--- config.mk ---
export PLATFORM = sky130hd
export DESIGN_NAME = tick_timer
export DESIGN_NICKNAME = d
export VERILOG_FILES = /design/src/rtl/tick_pkg.sv /design/src/rtl/tick_bus_if.sv /design/src/rtl/tick_ctrl_regs.sv /design/src/rtl/tick_down_counter.sv /design/src/rtl/tick_timer.sv
export SDC_FILE = /design/constraint.sdc
export NUM_CORES = 1
export LEC_CHECK = 0
export ABC_AREA = 1
export CAP_MARGIN = 15
export CORE_ASPECT_RATIO = 1.1
export CORE_MARGIN = 2
export CORE_UTILIZATION = 50
export CTS_CLUSTER_DIAMETER = 80
export CTS_CLUSTER_SIZE = 24
export DETAILED_ROUTE_END_ITERATION = 10
export DONT_BUFFER_PORTS = 1
export RECOVER_POWER = 100
export SYNTH_ARGS = -nofsm -noshare
export SYNTH_HDL_FRONTEND = slang
export SYNTH_HIERARCHICAL = 1
export SYNTH_SLANG_ARGS = --single-unit
--- constraint.sdc ---
create_clock -name clk -period 2.4 [get_ports clk]
set_input_delay 0.6 -clock clk [delete_from_list [all_inputs] [get_ports clk]]
set_output_delay 0.6 -clock clk [all_outputs]
set_load 0.01 [all_outputs]
--- src/rtl/tick_pkg.sv ---
package tick_pkg;

  typedef enum logic [1:0] {
    IDX_CTRL    = 2'd0,
    IDX_RELOAD  = 2'd1,
    IDX_CURRENT = 2'd2,
    IDX_CALIB   = 2'd3
  } reg_idx_e;

  localparam int CTL_RUN_BIT  = 0;
  localparam int CTL_IE_BIT   = 1;
  localparam int CTL_SRC_BIT  = 2;
  localparam int CTL_FLAG_BIT = 16;

  typedef struct packed {
    logic src;
    logic ie;
    logic run;
  } ctrl_t;

  typedef struct packed {
    logic ctrl_wr;
    logic reload_wr;
    logic cur_wr;
    logic ctrl_rd;
  } bus_ops_t;

endpackage

--- src/rtl/tick_bus_if.sv ---
module tick_bus_if
  import tick_pkg::*;
#(
  parameter int          DATA_W    = 32,
  parameter int          CNT_W     = 24,
  parameter int unsigned CAL_VALUE = 10000
) (
  input  logic              bus_en,
  input  logic              bus_we,
  input  logic [1:0]        bus_idx,
  input  ctrl_t             ctrl,
  input  logic              flag,
  input  logic [CNT_W-1:0]  reload,
  input  logic [CNT_W-1:0]  count,
  output bus_ops_t          ops,
  output logic [DATA_W-1:0] rdata
);
  localparam int PAD_W = DATA_W - CNT_W;

  reg_idx_e idx;
  assign idx = reg_idx_e'(bus_idx);

  always_comb begin
    ops.ctrl_wr   = bus_en &&  bus_we && (idx == IDX_CTRL);
    ops.reload_wr = bus_en &&  bus_we && (idx == IDX_RELOAD);
    ops.cur_wr    = bus_en &&  bus_we && (idx == IDX_CURRENT);
    ops.ctrl_rd   = bus_en && !bus_we && (idx == IDX_CTRL);
  end

  always_comb begin
    rdata = '0;
    unique case (idx)
      IDX_CTRL: begin
        rdata[CTL_RUN_BIT]  = ctrl.run;
        rdata[CTL_IE_BIT]   = ctrl.ie;
        rdata[CTL_SRC_BIT]  = ctrl.src;
        rdata[CTL_FLAG_BIT] = flag;
      end
      IDX_RELOAD:  rdata = {{PAD_W{1'b0}}, reload};
      IDX_CURRENT: rdata = ctrl.run ? {{PAD_W{1'b0}}, count} : '0;
      IDX_CALIB:   rdata = DATA_W'(CAL_VALUE);
      default:     rdata = '0;
    endcase
  end
endmodule

--- src/rtl/tick_ctrl_regs.sv ---
module tick_ctrl_regs
  import tick_pkg::*;
#(
  parameter int DATA_W = 32,
  parameter int CNT_W  = 24
) (
  input  logic              clk,
  input  logic              rst_n,
  input  bus_ops_t          ops,
  input  logic [DATA_W-1:0] wdata,
  input  logic              expire,
  output ctrl_t             ctrl,
  output logic              flag,
  output logic [CNT_W-1:0]  reload,
  output logic              load_req,
  output logic              stop_wr
);
  ctrl_t wr_ctrl;
  assign wr_ctrl = ctrl_t'(wdata[2:0]);

  always_comb begin
    load_req = ops.cur_wr ||
               (ops.ctrl_wr && wr_ctrl.run &&
                (!ctrl.run || (wr_ctrl.src != ctrl.src)));
    stop_wr  = ops.ctrl_wr && !wr_ctrl.run;
  end

  always_ff @(posedge clk or negedge rst_n) begin
    if (!rst_n) begin
      ctrl   <= '0;
      flag   <= 1'b0;
      reload <= '0;
    end else begin
      if (ops.ctrl_wr) begin
        ctrl <= wr_ctrl;
      end else if (expire && (reload == '0)) begin
        ctrl.run <= 1'b0;
      end
      if (expire) begin
        flag <= 1'b1;
      end else if (ops.ctrl_rd || ops.cur_wr) begin
        flag <= 1'b0;
      end
      if (ops.reload_wr) begin
        reload <= wdata[CNT_W-1:0];
      end
    end
  end


  zero_reload_stop_chk: assert property (@(posedge clk) disable iff (!rst_n)
    (expire && (reload == '0) && !ops.ctrl_wr) |=> !ctrl.run);

  cur_write_clears_flag_chk: assert property (@(posedge clk) disable iff (!rst_n)
    ops.cur_wr |=> !flag);

  read_clears_flag_chk: assert property (@(posedge clk) disable iff (!rst_n)
    (ops.ctrl_rd && !expire) |=> !flag);

  expiry_sets_flag_chk: assert property (@(posedge clk) disable iff (!rst_n)
    expire |=> flag);

  ctrl_low_bits_chk: assert property (@(posedge clk) disable iff (!rst_n)
    ops.ctrl_wr |=> (ctrl == $past(wdata[2:0])));
endmodule

--- src/rtl/tick_down_counter.sv ---
module tick_down_counter
  import tick_pkg::*;
#(
  parameter int CNT_W = 24
) (
  input  logic             clk,
  input  logic             rst_n,
  input  ctrl_t            ctrl,
  input  logic [CNT_W-1:0] reload,
  input  logic             load_req,
  input  logic             stop_wr,
  input  logic             ref_stb,
  output logic [CNT_W-1:0] count,
  output logic             expire,
  output logic             irq
);
  logic src_evt;
  logic step;

  always_comb begin
    src_evt = ctrl.src ? 1'b1 : ref_stb;
    step    = ctrl.run && src_evt && !load_req && !stop_wr;
    expire  = step && (count == '0);
  end

  always_ff @(posedge clk or negedge rst_n) begin
    if (!rst_n) begin
      count <= '0;
      irq   <= 1'b0;
    end else begin
      irq <= expire && ctrl.ie;
      if (load_req) begin
        count <= reload;
      end else if (step) begin
        count <= (count == '0) ? reload : count - 1'b1;
      end
    end
  end


  forced_load_chk: assert property (@(posedge clk) disable iff (!rst_n)
    load_req |=> (count == $past(reload)));

  count_down_chk: assert property (@(posedge clk) disable iff (!rst_n)
    (step && (count != '0)) |=> (count == CNT_W'($past(count) - 1'b1)));

  idle_without_strobe_chk: assert property (@(posedge clk) disable iff (!rst_n)
    (!ctrl.src && !ref_stb && !load_req) |=> $stable(count));

  irq_cause_chk: assert property (@(posedge clk) disable iff (!rst_n)
    irq |-> $past(expire && ctrl.ie));
endmodule

--- src/rtl/tick_timer.sv ---
module tick_timer
  import tick_pkg::*;
#(
  parameter int          DATA_W    = 32,
  parameter int          CNT_W     = 24,
  parameter int unsigned CAL_VALUE = 10000
) (
  input  logic              clk,
  input  logic              rst_n,
  input  logic              bus_en,
  input  logic              bus_we,
  input  logic [1:0]        bus_idx,
  input  logic [DATA_W-1:0] bus_wdata,
  output logic [DATA_W-1:0] bus_rdata,
  input  logic              ref_stb,
  output logic              tick_irq
);
  bus_ops_t         ops;
  ctrl_t            ctrl;
  logic             flag;
  logic [CNT_W-1:0] reload;
  logic [CNT_W-1:0] count;
  logic             load_req;
  logic             stop_wr;
  logic             expire;

  tick_bus_if #(
    .DATA_W(DATA_W), .CNT_W(CNT_W), .CAL_VALUE(CAL_VALUE)
  ) u_bus (
    .bus_en(bus_en), .bus_we(bus_we), .bus_idx(bus_idx),
    .ctrl(ctrl), .flag(flag), .reload(reload), .count(count),
    .ops(ops), .rdata(bus_rdata)
  );

  tick_ctrl_regs #(
    .DATA_W(DATA_W), .CNT_W(CNT_W)
  ) u_regs (
    .clk(clk), .rst_n(rst_n), .ops(ops), .wdata(bus_wdata),
    .expire(expire), .ctrl(ctrl), .flag(flag), .reload(reload),
    .load_req(load_req), .stop_wr(stop_wr)
  );

  tick_down_counter #(
    .CNT_W(CNT_W)
  ) u_cnt (
    .clk(clk), .rst_n(rst_n), .ctrl(ctrl), .reload(reload),
    .load_req(load_req), .stop_wr(stop_wr), .ref_stb(ref_stb),
    .count(count), .expire(expire), .irq(tick_irq)
  );


  irq_with_flag_chk: assert property (@(posedge clk) disable iff (!rst_n)
    tick_irq |-> flag);
endmodule

# [Word level (Yosys, flattened, before mapping)]
# Index checks and enable logic that the tools add are counted.
[word_totals] ff_bits=53 output_inout_bits=33
[op_classes] n_addsub=1 n_eq_ne=4 mux=13 reduce_logical=29
[ops] operator="24-bit 2-to-1 mux" count=4
[ops] operator="24-bit zero test" count=2
[ops] operator="13-bit case mux with 3 select lines" count=1
[ops] operator="15-bit case mux with 2 select lines" count=1
[ops] operator="24-bit by 1-bit subtractor with 24-bit output, second input constant" count=1
[ops] operator="1-bit logical AND" count=15
[ops] operator="3-bit case mux with 4 select lines" count=1
[ops] operator="2-bit nonzero test" count=3
[ops] operator="1-bit zero test" count=5
[ops] operator="1-bit 2-to-1 mux" count=5
[ops] operator="2-bit equality test, second input constant" count=2
[ops] operator="1-bit case mux with 4 select lines" count=1
[ops] operator="1-bit logical OR" count=3
[ops] operator="2-bit by 1-bit equality test with 1-bit output, second input constant" count=1
[ops] operator="2-bit zero test" count=1
[ops] operator="1-bit != test" count=1

# [Depth between registers and ports, before layout]
[logic_depth] depth_word=12 ltp_mapped=17

# [By module]
# Netlist, hierarchy kept.
[modules_own_cells] mod="tick_down_counter" cells_each=345 n_inst=1 area_each_um2=2072.0
[modules_own_cells] mod="tick_ctrl_regs" cells_each=130 n_inst=1 area_each_um2=1203.7
[modules_own_cells] mod="tick_bus_if" cells_each=127 n_inst=1 area_each_um2=625.6

# [Least setup slack after synthesis]
# Ideal clock, no wire load.
[synth_path] path_type="in2reg" startpoint="input bus_idx[0]" endpoint="register u_cnt.count[4]" required_time_ns=2.274 arrival_ns=2.534 path_slack_ns=-0.260 cell_stages=13 n_path_buf=2 cell_sequence="inv_1 ha_1 inv_2 buf_2 nor2_1 nand2_1 o21ai_0 inv_2 nand2_1 clkinv_1 buf_1 nand2_1 o21ai_0"
[synth_rtl] element="from (decl)" line_no="tick_timer.sv:12" source="input logic [1:0] bus_idx,"
[synth_rtl] element="to (signal assigned)" line_no="tick_down_counter.sv:33" source="count <= reload;"
[synth_rtl] element="to (signal assigned)" line_no="tick_down_counter.sv:35" source="count <= (count == '0) ? reload : count - 1'b1;"
[synth_rtl] element="to (decl)" line_no="tick_down_counter.sv:13" source="output logic [CNT_W-1:0] count,"

# [Worst setup path after layout]
[layout_path] startpoint="input bus_idx[0]" endpoint="output bus_rdata[4]"
[layout_between] elab_chain_cells=2 elab_cells_between_ends=4
[layout_rtl] element="2-bit equality test / 2-bit by 1-bit equality test with 1-bit output (equally long branches)" line_no="tick_bus_if.sv:32" source="unique case (idx)"
[layout_rtl] element="13-bit case mux with 3 select lines *" line_no="tick_bus_if.sv:32"
[layout_rtl] element="to (decl)" line_no="tick_timer.sv:14" source="output logic [DATA_W-1:0] bus_rdata,"
# Mark *: on every way between the ends. The rest lies on a longest branch, timed or not.

==> results by group <==
Global route
  – Global-route wire length before repair: 17340 um
  – Largest net degree at the start of global routing: 54
  – Number of global-route vias before repair: between 3000 and 4000
  – Antenna violations before repair: 0
  – Overall Global Routing Usage: 0.2565
  – GRT Residual Overflow: 0

Finish
  – Commonest cells after routing, fill and taps aside: nand2_1, inv_1, nor2_1, nand3_1, dfrtp_1
  – Area occupied by multi-input gates: roughly 0.0021 sq mm
  – Commonest non-fill, non-tap cell in the layout: nand2_1
  – # diodes: 0
  – Layout area overhead: 3.688%
  – Final Net Count: between 600 and 700
  – Post-route cell area: 0.004045 sq mm
  – Layout cells sized above 1: 0.06136
  – Seq. cell area: around 0.0013 sq mm
  – Number of fill cells in the layout: 815

Clocking
  – H-Tree Depth: 2
  – Post-CTS Setup Bufs: 0
  – Clock sink total: 53
  – CTS tree: yes
  – Root buffer cell: clkbuf_8
  – Clock tree buffer depth: 2
  – CTS clock-pin slew for the worst setup and hold paths: about 0.10 ns
  – Num CTS Buffers: 5
  – Clk Latency, worst-skew pair: around 0.3 ns

Detailed routing
  – Drt total wl: 10340 um
  – Routed len/inst: around 15 um
  – First DRT Iteration DRCs: roughly 300
  – Vias: 3681
  – DRC Markers: 0
  – Vias per std cell: just over 5
  – Post-route ant nets: 0
  – Drt first pass iters: 5

Timing
  – Final Setup Violations: 0
  – Worst-margin pin slew: ~1.4 ns
  – F_max: approximately 440 MHz
  – RSZ-0062 raised after global routing: false
  – Max Slew Vio Count: 0
  – Fin Hold WS: 0.4092 ns
  – Final period util: 0.9411
  – Hold Vio Cnt, Final: 0
  – Slew headroom: 0.09450
  – Min cycle time layout: 2.259 ns
  – Clock Skews: 0.007739 ns
  – Setup TNS: 0 ns

Power and ir drop
  – Logic pwr share: 0.433
  – Clk network pwr share: 0.157
  – Seq pwr share: 0.410
  – Int Pwr: approximately 2.1 mW
  – Switching Fraction: 0.4726
  – Psw: roughly 1.9 mW
  – Power Total: a little under 4 mW
  – Pleak: 2.061 nW
  – PwrDens: a little under 1000 mW/mm^2
  – VDD IR max: about 0.35 mV

Setup path
  – FF-to-FF setup slack: just over 0.4 ns
  – R2R Path Start: u_cnt/count[0]
  – Startpoint types: input pin
  – Data required, critical path: approximately 1.8 ns
  – CP Data Arrival Time: 1.66 ns
  – Critical Path Fanout Max: 6
  – R2r endpoint: u_cnt/count[12]
  – Kind of critical path: in -> out
  – Crit end category: output port
  – Reg2Reg Depth: 9

Floorplanning
  – Die width: approximately 88 um
  – Die height: between 90 and 100 um
  – Effective utilization at floorplan: 0.5191
  – IO Pins: just over 70
  – Core area: about 0.0075 sq mm
  – Row cnt: 33
  – Die Area: 0.008526 sq mm

Yosys
  – Synth area leaders: dfrtp_1, nand2_1, nand3_1
  – Yosys reg bits: 53
  – Top cell type's share of synthesized area: 0.3400
  – Seq/Total Area, Yosys: 0.3400
  – Avg Inst Size Synth: around 6.5 sq um
  – Cells after Synth: around 600
  – Cell Area, Synth: between 0.003 and 0.004 sq mm
  – Library cells used by synthesis: 33
  – Most area-hungry cell type in the Yosys netlist: dfrtp_1
  – Synth warnings: 6

Place
  – Area after DPL: a little under 0.004 sq mm
  – DP HPWL: 7727 um
  – Final GP Congestion: just over 0.9
  – Port bufs: 0

Hold path
  – Worst Hold Launch: bus_wdata[11]
  – Min-Delay Path Depth: 2
  – Hold worst-path end: u_regs/reload[11]
  – Worst min-delay path category: in -> reg

Status
  – Outcome: finished, final reports clean

Job
  – Max-cap check violation count: 0
Yosys cell counts:
cell	n
inv_4	1
buf_2	6
o21ai_0	28
dfrtp_1	53
mux2_4	6
nand4_1	13
nor2_2	9
clkbuf_1	2
nand3_4	1
conb_1	1
clkinv_1	1
o211ai_1	1
buf_4	11
nand2_1	209
mux2_2	1
nand2_2	4
and2_1	1
inv_2	4
a21oi_1	14
nor3_1	2
nor2_1	66
xor2_1	2
o21bai_1	2
nor2_4	3
nand3b_1	2
o21ai_1	2
nand3_1	62
inv_1	80
xnor2_1	1
ha_1	7
buf_1	1
buf_6	5
nand2_8	1
state kept, by name, summed over array words and instances (netlist names):
register       count
u_cnt/count       24
u_regs/flag        1
u_cnt/irq          1
u_regs/reload     24
u_regs/ctrl        3
layer usage:
metal  routed length, um  up-vias  GRT usage
met4                 123        0    0.05478
li1                    -     1850          -
met5                   0        -          0
met2                4781      102     0.3887
met1                4867     1721     0.3787
met3                 564        8    0.05119
stage by stage:
stage	std cells	setup slack (ns)	util
floorplan	609	-0.03316	-
global placement	699	0.06083	0.5288
detailed placement	699	0.02235	0.5288
CTS	708	0.1836	0.5473
global route	708	0.03757	0.5383
finish	708	0.1412	0.5383
cell type report:
class,count,share of cell area
flip-flops and latches,53,0.3279
repair buffers,11,0.01918
well taps,105,0.03248
multi-input cells,445,0.5131
inverters,86,0.07980
clock inverters,2,0.009589
clock buffers,6,0.01794
power groups by stage:
| stage | Sequential [mW] | Combinational (mW) | Clock [mW] |
|---|---|---|---|
| floorplan | 1.47 | 1.40 | 0 |
| global placement | 1.62 | 1.67 | 0 |
| detailed placement | 1.63 | 1.69 | 0 |
| CTS | 1.61 | 1.72 | 0.638 |
| global route | 1.67 | 1.98 | 0.675 |
| finish | 1.61 | 1.70 | 0.617 |
worst max path at each step:
| stage | startpoint | end | slack, ns | cells past startpoint |
|---|---|---|---|---|
| 2_1_floorplan | bus_idx[0] | u_cnt/count[16] | -0.03 | 13 |
| 3_3_place_gp | bus_idx[0] | u_cnt/count[8] | 0.06 | 12 |
| 3_5_place_dp | bus_idx[0] | u_cnt/count[8] | 0.02 | 12 |
| 4_1_cts | bus_idx[0] | bus_rdata[2] | 0.18 | 6 |
| 5_1_grt | bus_idx[0] | u_cnt/count[0] | 0.04 | 11 |
| 6_report | bus_idx[0] | bus_rdata[4] | 0.14 | 7 |
critical path, stage by stage:
cell and delay, ns:
inv_1 0.08, ha_1 0.18, clkbuf_1 0.28, nand2_2 0.14, nor2_1 0.11, nor2_1 0.05
nor2_1 0.23
kinds of logic (layout without fill, tap and decap cells):
family	count (synthesis)	count (layout)	share of synthesized area
muxes	7	7	0.02598
DFF	53	53	0.3400
adders and majority gates	7	7	0.02245
xor gates and xnor gates	3	3	0.006736
AOI/OAI and AO/OA	47	47	0.06222
buffers and inverters	111	105	0.1296
other	1	8	0.0009612
and+or+nand+nor	373	373	0.4121
what timing repair did:
action,CTS,global route
hold buffers,1,0
endpoints found under the hold margin,53,0
resized for setup,0,0
Note: power is estimated with default switching activity, not from simulation.
